<file path="src/rtl/lockPkg.sv">
package lockPkg;

  typedef enum logic [1:0] {
    ST_IDLE  = 2'd0,
    ST_ARB   = 2'd1,
    ST_FIRST = 2'd2,
    ST_HELD  = 2'd3
  } lockState_t;

  typedef struct packed {
    logic setReq;
    logic clrReq;
    logic setLock;
    logic clrLock;
    logic setHeld;
    logic clrHeld;
    logic capDone;
    logic clrDone;
  } lockStrobe_t;

endpackage

</file>
<file path="src/rtl/lockCtrl.sv">
module lockCtrl
  import lockPkg::*;
(
  input  logic        clk,
  input  logic        rstN,
  input  logic        lockReq,
  input  logic        lockDone,
  input  logic        grant,
  input  logic        busFrame,
  input  logic        busIrdy,
  input  logic        busTrdy,
  input  logic        busStop,
  input  logic        busLock,
  input  logic        donePending,
  output lockStrobe_t strobe
);

  lockState_t state, stateNxt;

  logic busIdle, finalPhase, retryEv, ownNow, endNow;

  assign busIdle    = !busFrame && !busIrdy;
  assign finalPhase = busIrdy && busTrdy && !busFrame;
  assign retryEv    = busStop && !busTrdy;
  assign ownNow     = grant && busIdle && !busLock;
  assign endNow     = finalPhase && (donePending || lockDone);

  always_comb begin
    stateNxt = state;
    strobe   = '0;
    unique case (state)
      ST_IDLE: begin
        if (lockReq && !busFrame && !busLock) begin
          stateNxt      = ST_ARB;
          strobe.setReq = 1'b1;
        end
      end
      ST_ARB: begin
        if (busLock) begin
          stateNxt      = ST_IDLE;
          strobe.clrReq = 1'b1;
        end else if (ownNow) begin
          stateNxt       = ST_FIRST;
          strobe.setLock = 1'b1;
        end
      end
      ST_FIRST: begin
        strobe.capDone = lockDone;
        if (retryEv) begin
          stateNxt       = ST_IDLE;
          strobe.clrLock = 1'b1;
          strobe.clrReq  = 1'b1;
          strobe.clrDone = 1'b1;
          strobe.capDone = 1'b0;
        end else if (endNow) begin
          stateNxt       = ST_IDLE;
          strobe.clrLock = 1'b1;
          strobe.clrReq  = 1'b1;
          strobe.clrDone = 1'b1;
          strobe.capDone = 1'b0;
        end else if (finalPhase) begin
          stateNxt       = ST_HELD;
          strobe.setHeld = 1'b1;
        end
      end
      ST_HELD: begin
        strobe.capDone = lockDone;
        if (endNow) begin
          stateNxt       = ST_IDLE;
          strobe.clrLock = 1'b1;
          strobe.clrReq  = 1'b1;
          strobe.clrHeld = 1'b1;
          strobe.clrDone = 1'b1;
          strobe.capDone = 1'b0;
        end
      end
      default: stateNxt = ST_IDLE;
    endcase
  end

  always_ff @(posedge clk) begin
    if (!rstN) state <= ST_IDLE;
    else       state <= stateNxt;
  end

  // a completion pulse is only captured inside an active sequence
  idle_done_ignored_chk: assert property (@(posedge clk) disable iff (!rstN)
    (state == ST_IDLE || state == ST_ARB) |-> !strobe.capDone);

endmodule

</file>
<file path="src/rtl/lockPath.sv">
module lockPath
  import lockPkg::*;
(
  input  logic        clk,
  input  logic        rstN,
  input  lockStrobe_t strobe,
  output logic        reqOut,
  output logic        lockDrive,
  output logic        lockHeld,
  output logic        donePending
);

  always_ff @(posedge clk) begin
    if (!rstN) begin
      reqOut      <= 1'b0;
      lockDrive   <= 1'b0;
      lockHeld    <= 1'b0;
      donePending <= 1'b0;
    end else begin
      if (strobe.setReq)       reqOut <= 1'b1;
      else if (strobe.clrReq)  reqOut <= 1'b0;

      if (strobe.setLock)      lockDrive <= 1'b1;
      else if (strobe.clrLock) lockDrive <= 1'b0;

      if (strobe.setHeld)      lockHeld <= 1'b1;
      else if (strobe.clrHeld) lockHeld <= 1'b0;

      if (strobe.clrDone)      donePending <= 1'b0;
      else if (strobe.capDone) donePending <= 1'b1;
    end
  end

  // the held status never shows without the lock being driven
  held_needs_drive_chk: assert property (@(posedge clk) disable iff (!rstN)
    lockHeld |-> lockDrive);

endmodule

</file>
<file path="src/rtl/lockTgtGuard.sv">
module lockTgtGuard (
  input  logic clk,
  input  logic rstN,
  input  logic busFrame,
  input  logic busLock,
  input  logic tgtHit,
  input  logic tgtAddrPhase,
  input  logic tgtDataDone,
  output logic tgtRetry
);

  logic agentLocked;
  logic lockedNxt;

  always_comb begin
    lockedNxt = agentLocked;
    if (tgtDataDone && tgtHit && busLock) lockedNxt = 1'b1;
    else if (!busFrame && !busLock)       lockedNxt = 1'b0;
  end

  always_ff @(posedge clk) begin
    if (!rstN) begin
      agentLocked <= 1'b0;
      tgtRetry    <= 1'b0;
    end else begin
      agentLocked <= lockedNxt;
      if (agentLocked && tgtAddrPhase && tgtHit && busLock) tgtRetry <= 1'b1;
      else if (!busFrame)                                   tgtRetry <= 1'b0;
    end
  end

  // a retry starts only from a locked hit carrying the lock line
  retry_cause_chk: assert property (@(posedge clk) disable iff (!rstN)
    $rose(tgtRetry) |-> $past(tgtAddrPhase && tgtHit && busLock));

  // the guard stays unlocked right after an idle, lock-free cycle
  unlock_chk: assert property (@(posedge clk) disable iff (!rstN)
    (!busFrame && !busLock && !tgtDataDone) |=> !agentLocked);

endmodule

</file>
<file path="src/rtl/lockAcqUnit.sv">
module lockAcqUnit
  import lockPkg::*;
(
  input  logic clk,
  input  logic rstN,
  input  logic lockReq,
  input  logic lockDone,
  input  logic grant,
  input  logic busFrame,
  input  logic busIrdy,
  input  logic busTrdy,
  input  logic busStop,
  input  logic busLock,
  output logic reqOut,
  output logic lockDrive,
  output logic lockHeld,
  input  logic tgtHit,
  input  logic tgtAddrPhase,
  input  logic tgtDataDone,
  output logic tgtRetry
);

  lockStrobe_t strobe;
  logic        donePending;

  lockCtrl uCtrl (
    .clk         (clk),
    .rstN        (rstN),
    .lockReq     (lockReq),
    .lockDone    (lockDone),
    .grant       (grant),
    .busFrame    (busFrame),
    .busIrdy     (busIrdy),
    .busTrdy     (busTrdy),
    .busStop     (busStop),
    .busLock     (busLock),
    .donePending (donePending),
    .strobe      (strobe)
  );

  lockPath uPath (
    .clk         (clk),
    .rstN        (rstN),
    .strobe      (strobe),
    .reqOut      (reqOut),
    .lockDrive   (lockDrive),
    .lockHeld    (lockHeld),
    .donePending (donePending)
  );

  lockTgtGuard uGuard (
    .clk          (clk),
    .rstN         (rstN),
    .busFrame     (busFrame),
    .busLock      (busLock),
    .tgtHit       (tgtHit),
    .tgtAddrPhase (tgtAddrPhase),
    .tgtDataDone  (tgtDataDone),
    .tgtRetry     (tgtRetry)
  );


  req_lock_gate_chk: assert property (@(posedge clk) disable iff (!rstN)
    (!reqOut && busLock) |=> !reqOut);


  req_frame_gate_chk: assert property (@(posedge clk) disable iff (!rstN)
    (!reqOut && busFrame) |=> !reqOut);


  req_withdraw_chk: assert property (@(posedge clk) disable iff (!rstN)
    (reqOut && !lockDrive && busLock) |=> !reqOut);


  own_cond_chk: assert property (@(posedge clk) disable iff (!rstN)
    $rose(lockDrive) |-> $past(grant && !busFrame && !busIrdy && !busLock && reqOut));


  release_cause_chk: assert property (@(posedge clk) disable iff (!rstN)
    $fell(lockDrive) |-> $past((busIrdy && busTrdy && !busFrame) || (busStop && !busTrdy)));

endmodule

</file>
<file path="config.mk">
export PLATFORM = sky130hd
export DESIGN_NAME = lockAcqUnit
export DESIGN_NICKNAME = d
export VERILOG_FILES = /design/src/rtl/lockPkg.sv /design/src/rtl/lockCtrl.sv /design/src/rtl/lockPath.sv /design/src/rtl/lockTgtGuard.sv /design/src/rtl/lockAcqUnit.sv
export SDC_FILE = /design/constraint.sdc
export NUM_CORES = 1
export LEC_CHECK = 0
export BUFFER_PORTS_ARGS = -buffer_cell sky130_fd_sc_hd__buf_2
export CORE_AREA = 10 10 47 49
export DETAILED_ROUTE_END_ITERATION = 10
export DIE_AREA = 0 0 57 59
export GPL_TIMING_DRIVEN = 1
export SLEW_MARGIN = 20
export SYNTH_ARGS = -nofsm -noshare
export SYNTH_HDL_FRONTEND = slang
export SYNTH_SLANG_ARGS = --single-unit
</file>
<file path="constraint.sdc">
create_clock -name clk -period 1.7 [get_ports clk]
set_clock_uncertainty 0.15 [all_clocks]
set_input_delay 0.255 -clock clk [delete_from_list [all_inputs] [get_ports clk]]
set_output_delay 0.255 -clock clk [all_outputs]
set_load 0.005 [all_outputs]
</file>
==> results.sh <==
export IMPL_status="completed"
export IMPL_powerDensity_nw_per_um2=715
export IMPL_crit_type="reg2reg"
export IMPL_port_buffers=16
export IMPL_path_cells="nand4b_1, o21ai_0, a211oi_1"
export IMPL_hold_path_end="uGuard.agentLocked"
export IMPL_ir_worst_vdd_v=0.000240
export IMPL_fmax_mhz=746
export IMPL_start_util_pct=29.2
export IMPL_hold_buffers=0
export IMPL_fin_crit_ps=1340
export IMPL_area_growth_pct=29.1
export IMPL_fin_nets=83
export IMPL_path_delay_family="flip-flops"
export IMPL_cp_arrival_ps=1310
export IMPL_rr_startpoint="uCtrl.state[1]"
export IMPL_grt_start_max_net_pins=13
export IMPL_drt_wl_total_um=1070
export IMPL_via_per_inst=5.00
export IMPL_hold_path_depth=3
export IMPL_r2r_end="uPath.reqOut"
export IMPL_period_share_pct=78.9
export IMPL_dp_slack_ps=310
export IMPL_tightest_slew_ps=390
export IMPL_grt_pass1_vias=433
export IMPL_setup_ws_ps=359
export IMPL_endpoint_kind="flop"
export IMPL_ant_nets=0
export IMPL_syn_area_sq_um=409
export IMPL_die_area_sq_um=3360
export IMPL_m1WireLength_um=563
export IMPL_rows=14
export IMPL_tritoncts_num_buffers=3
export IMPL_clk_path_buf_depth=2
export IMPL_postCtsSetupRepairBufs=0
export IMPL_leakage_nw=0.223
export IMPL_wl_per_cell_um=12.8
export IMPL_via_count=420
export IMPL_syn_avg_cell_area_sq_um=8.18
export IMPL_top_layer="met3"
export IMPL_drive_gt1_share_pct=29.4
export IMPL_clkSlewWorstSetupHoldPaths_ps=50
export IMPL_initialDrtViolationCount=9
export IMPL_wl_met3_um=69
export IMPL_seq_area_frac_synth_pct=39.1
export IMPL_synth_largest_area_cell="dfxtp_1"
export IMPL_crit_required_ps=1670
export IMPL_crit_buf_inv=0
export IMPL_cp_max_fo=12
export IMPL_grt_total_usage_pct=6.71
export IMPL_core_area_sq_um=1400
export IMPL_hold_violations=0
export IMPL_h_tree_depth=1
export IMPL_gp_congestion=0.796
export IMPL_finalMaxSlewViolations=0
export IMPL_wl_met2_um=442
export IMPL_clock_sinks=8
export IMPL_antenna_found_initial=0
export IMPL_ys_warn_count=0
export IMPL_synthCells=50
export IMPL_reg2reg_depth=3
export IMPL_start_kind="flop"
export IMPL_rsz0062_at_grt="false"
export IMPL_ys_top_cells_by_area="dfxtp_1 39%, o21ai_0 6.1%, nand2_1 4.6%"
export IMPL_synth_fp_nets=63
export IMPL_drc=0
export IMPL_io_pins=17
export IMPL_ys_types=24
export IMPL_slowest_delay_ps=530
export IMPL_diodes=0
export IMPL_rrSetupSlack_ps=360
export IMPL_worst_slew_margin_rel_pct=74.0
export IMPL_synth_seq_cells=8
export IMPL_grt_first_pass_wirelength_um=1820
export IMPL_setup_tns_ps=0
export IMPL_die_w_um=57
export IMPL_cpMaxStageDelayCell="dfxtp_1"
export IMPL_setup_violations=0
export IMPL_synth_top_area_share_pct=39.1
export IMPL_grt_ovfl_total=0
export IMPL_hp_class="in2reg"
export IMPL_clockRootBuffer="clkbuf_4"
export IMPL_worstSkewPairLatency_ps=240
export IMPL_drv_cap=0
export IMPL_die_y_um=59
export IMPL_ctsResizeCount=0
export IMPL_first_pass_iters=4
export IMPL_cts_tree="done"
export IMPL_hold_start="tgtDataDone"
==> final cells by class <==
cell class,count,area [sq um]
clock buffers,3,22.5
flip-flops and latches,8,160
inverters,3,11.3
repair buffers,16,80.1
multi-input cells,38,234
fillers,159,873
well taps,16,20.0
==> worst register-to-register path, cell delays in order, from the launching register on <==
cell and delay (ps):
dfxtp_1 530, nand4b_1 200, o21ai_0 270, a211oi_1 70
==> where the power goes <==
part           internal (mW)  switching, mW  leakage, nW
combinational         0.0218         0.0224        0.145
sequential             0.193        0.00363       0.0648
clock                 0.0803         0.0569       0.0138
==> how the worst max path moves through the flow <==
stage	from	to	slack (ps)	depth (start not counted)
after floorplan	uCtrl.state[0]	uCtrl.state[0]	490	3
after global placement	uCtrl.state[1]	uPath.reqOut	350	3
after detailed placement	busFrame	uCtrl.state[0]	310	4
after CTS	uCtrl.state[0]	uCtrl.state[0]	360	3
after global routing	uCtrl.state[1]	uPath.reqOut	170	3
final	uCtrl.state[1]	uPath.reqOut	360	3
==> per-stage QoR <==
stage / power (mW) / instance area (sq um) / hold slack, ps / std cells / util, %
3_5_place_dp: 0.244 / 505 / 302 / 81 / 36.1
5_1_grt: 0.404 / 528 / 131 / 84 / 37.7
3_3_place_gp: 0.243 / 505 / 299 / 81 / 36.1
6_report: 0.378 / 528 / 139 / 84 / 37.7
2_1_floorplan: 0.217 / 409 / 214 / 50 / -
4_1_cts: 0.385 / 528 / 130 / 84 / 37.7
==> per-layer routing <==
metal	up-vias	GRT usage, %
met4	0	4.70
met5	-	0
met1	184	7.76
li1	220	-
met3	0	3.22
met2	16	9.46
==> synth_stat cells (all sizes together) <==
| library cell | count |
|---|---|
| nor4bb | 1 |
| a31oi | 1 |
| and3b | 2 |
| inv | 3 |
| nor2 | 4 |
| nor3b | 1 |
| a211oi | 1 |
| clkbuf | 1 |
| and2 | 1 |
| nand4 | 2 |
| a2111oi | 1 |
| and3 | 1 |
| nand3 | 2 |
| a21boi | 2 |
| dfxtp | 8 |
| o21ai | 6 |
| nand2 | 5 |
| o31ai | 1 |
| o31a | 1 |
| a21oi | 2 |
| nand2b | 2 |
| nand4b | 1 |
| nor4b | 1 |
==> state kept, by name, summed over array words and instances, names as in the netlist <==
signal	count
uCtrl.state	2
uGuard.agentLocked	1
uGuard.tgtRetry	1
uPath.donePending	1
uPath.lockDrive	1
uPath.lockHeld	1
uPath.reqOut	1
==> kinds of logic after synthesis <==
family	share of synthesized area [%]
AND/OR/NAND/NOR	34.3
buffers and inverters	3.67
AO/OA/AOI/OAI	22.9
flip-flops	39.1
==> placed cells by master (no fill, tap or decap), drive strengths merged, types with 2 or more instances in the layout <==
| cell | n |
|---|---|
| buf | 16 |
| inv | 3 |
| clkbuf | 3 |
| nand2 | 5 |
| a21oi | 2 |
| nand2b | 2 |
| nor2 | 4 |
| dfxtp | 8 |
| nand3 | 2 |
| o21ai | 6 |
| a21boi | 2 |
| and3b | 2 |
| nand4 | 2 |
No activity file was read; power rests on OpenSTA's default activity.
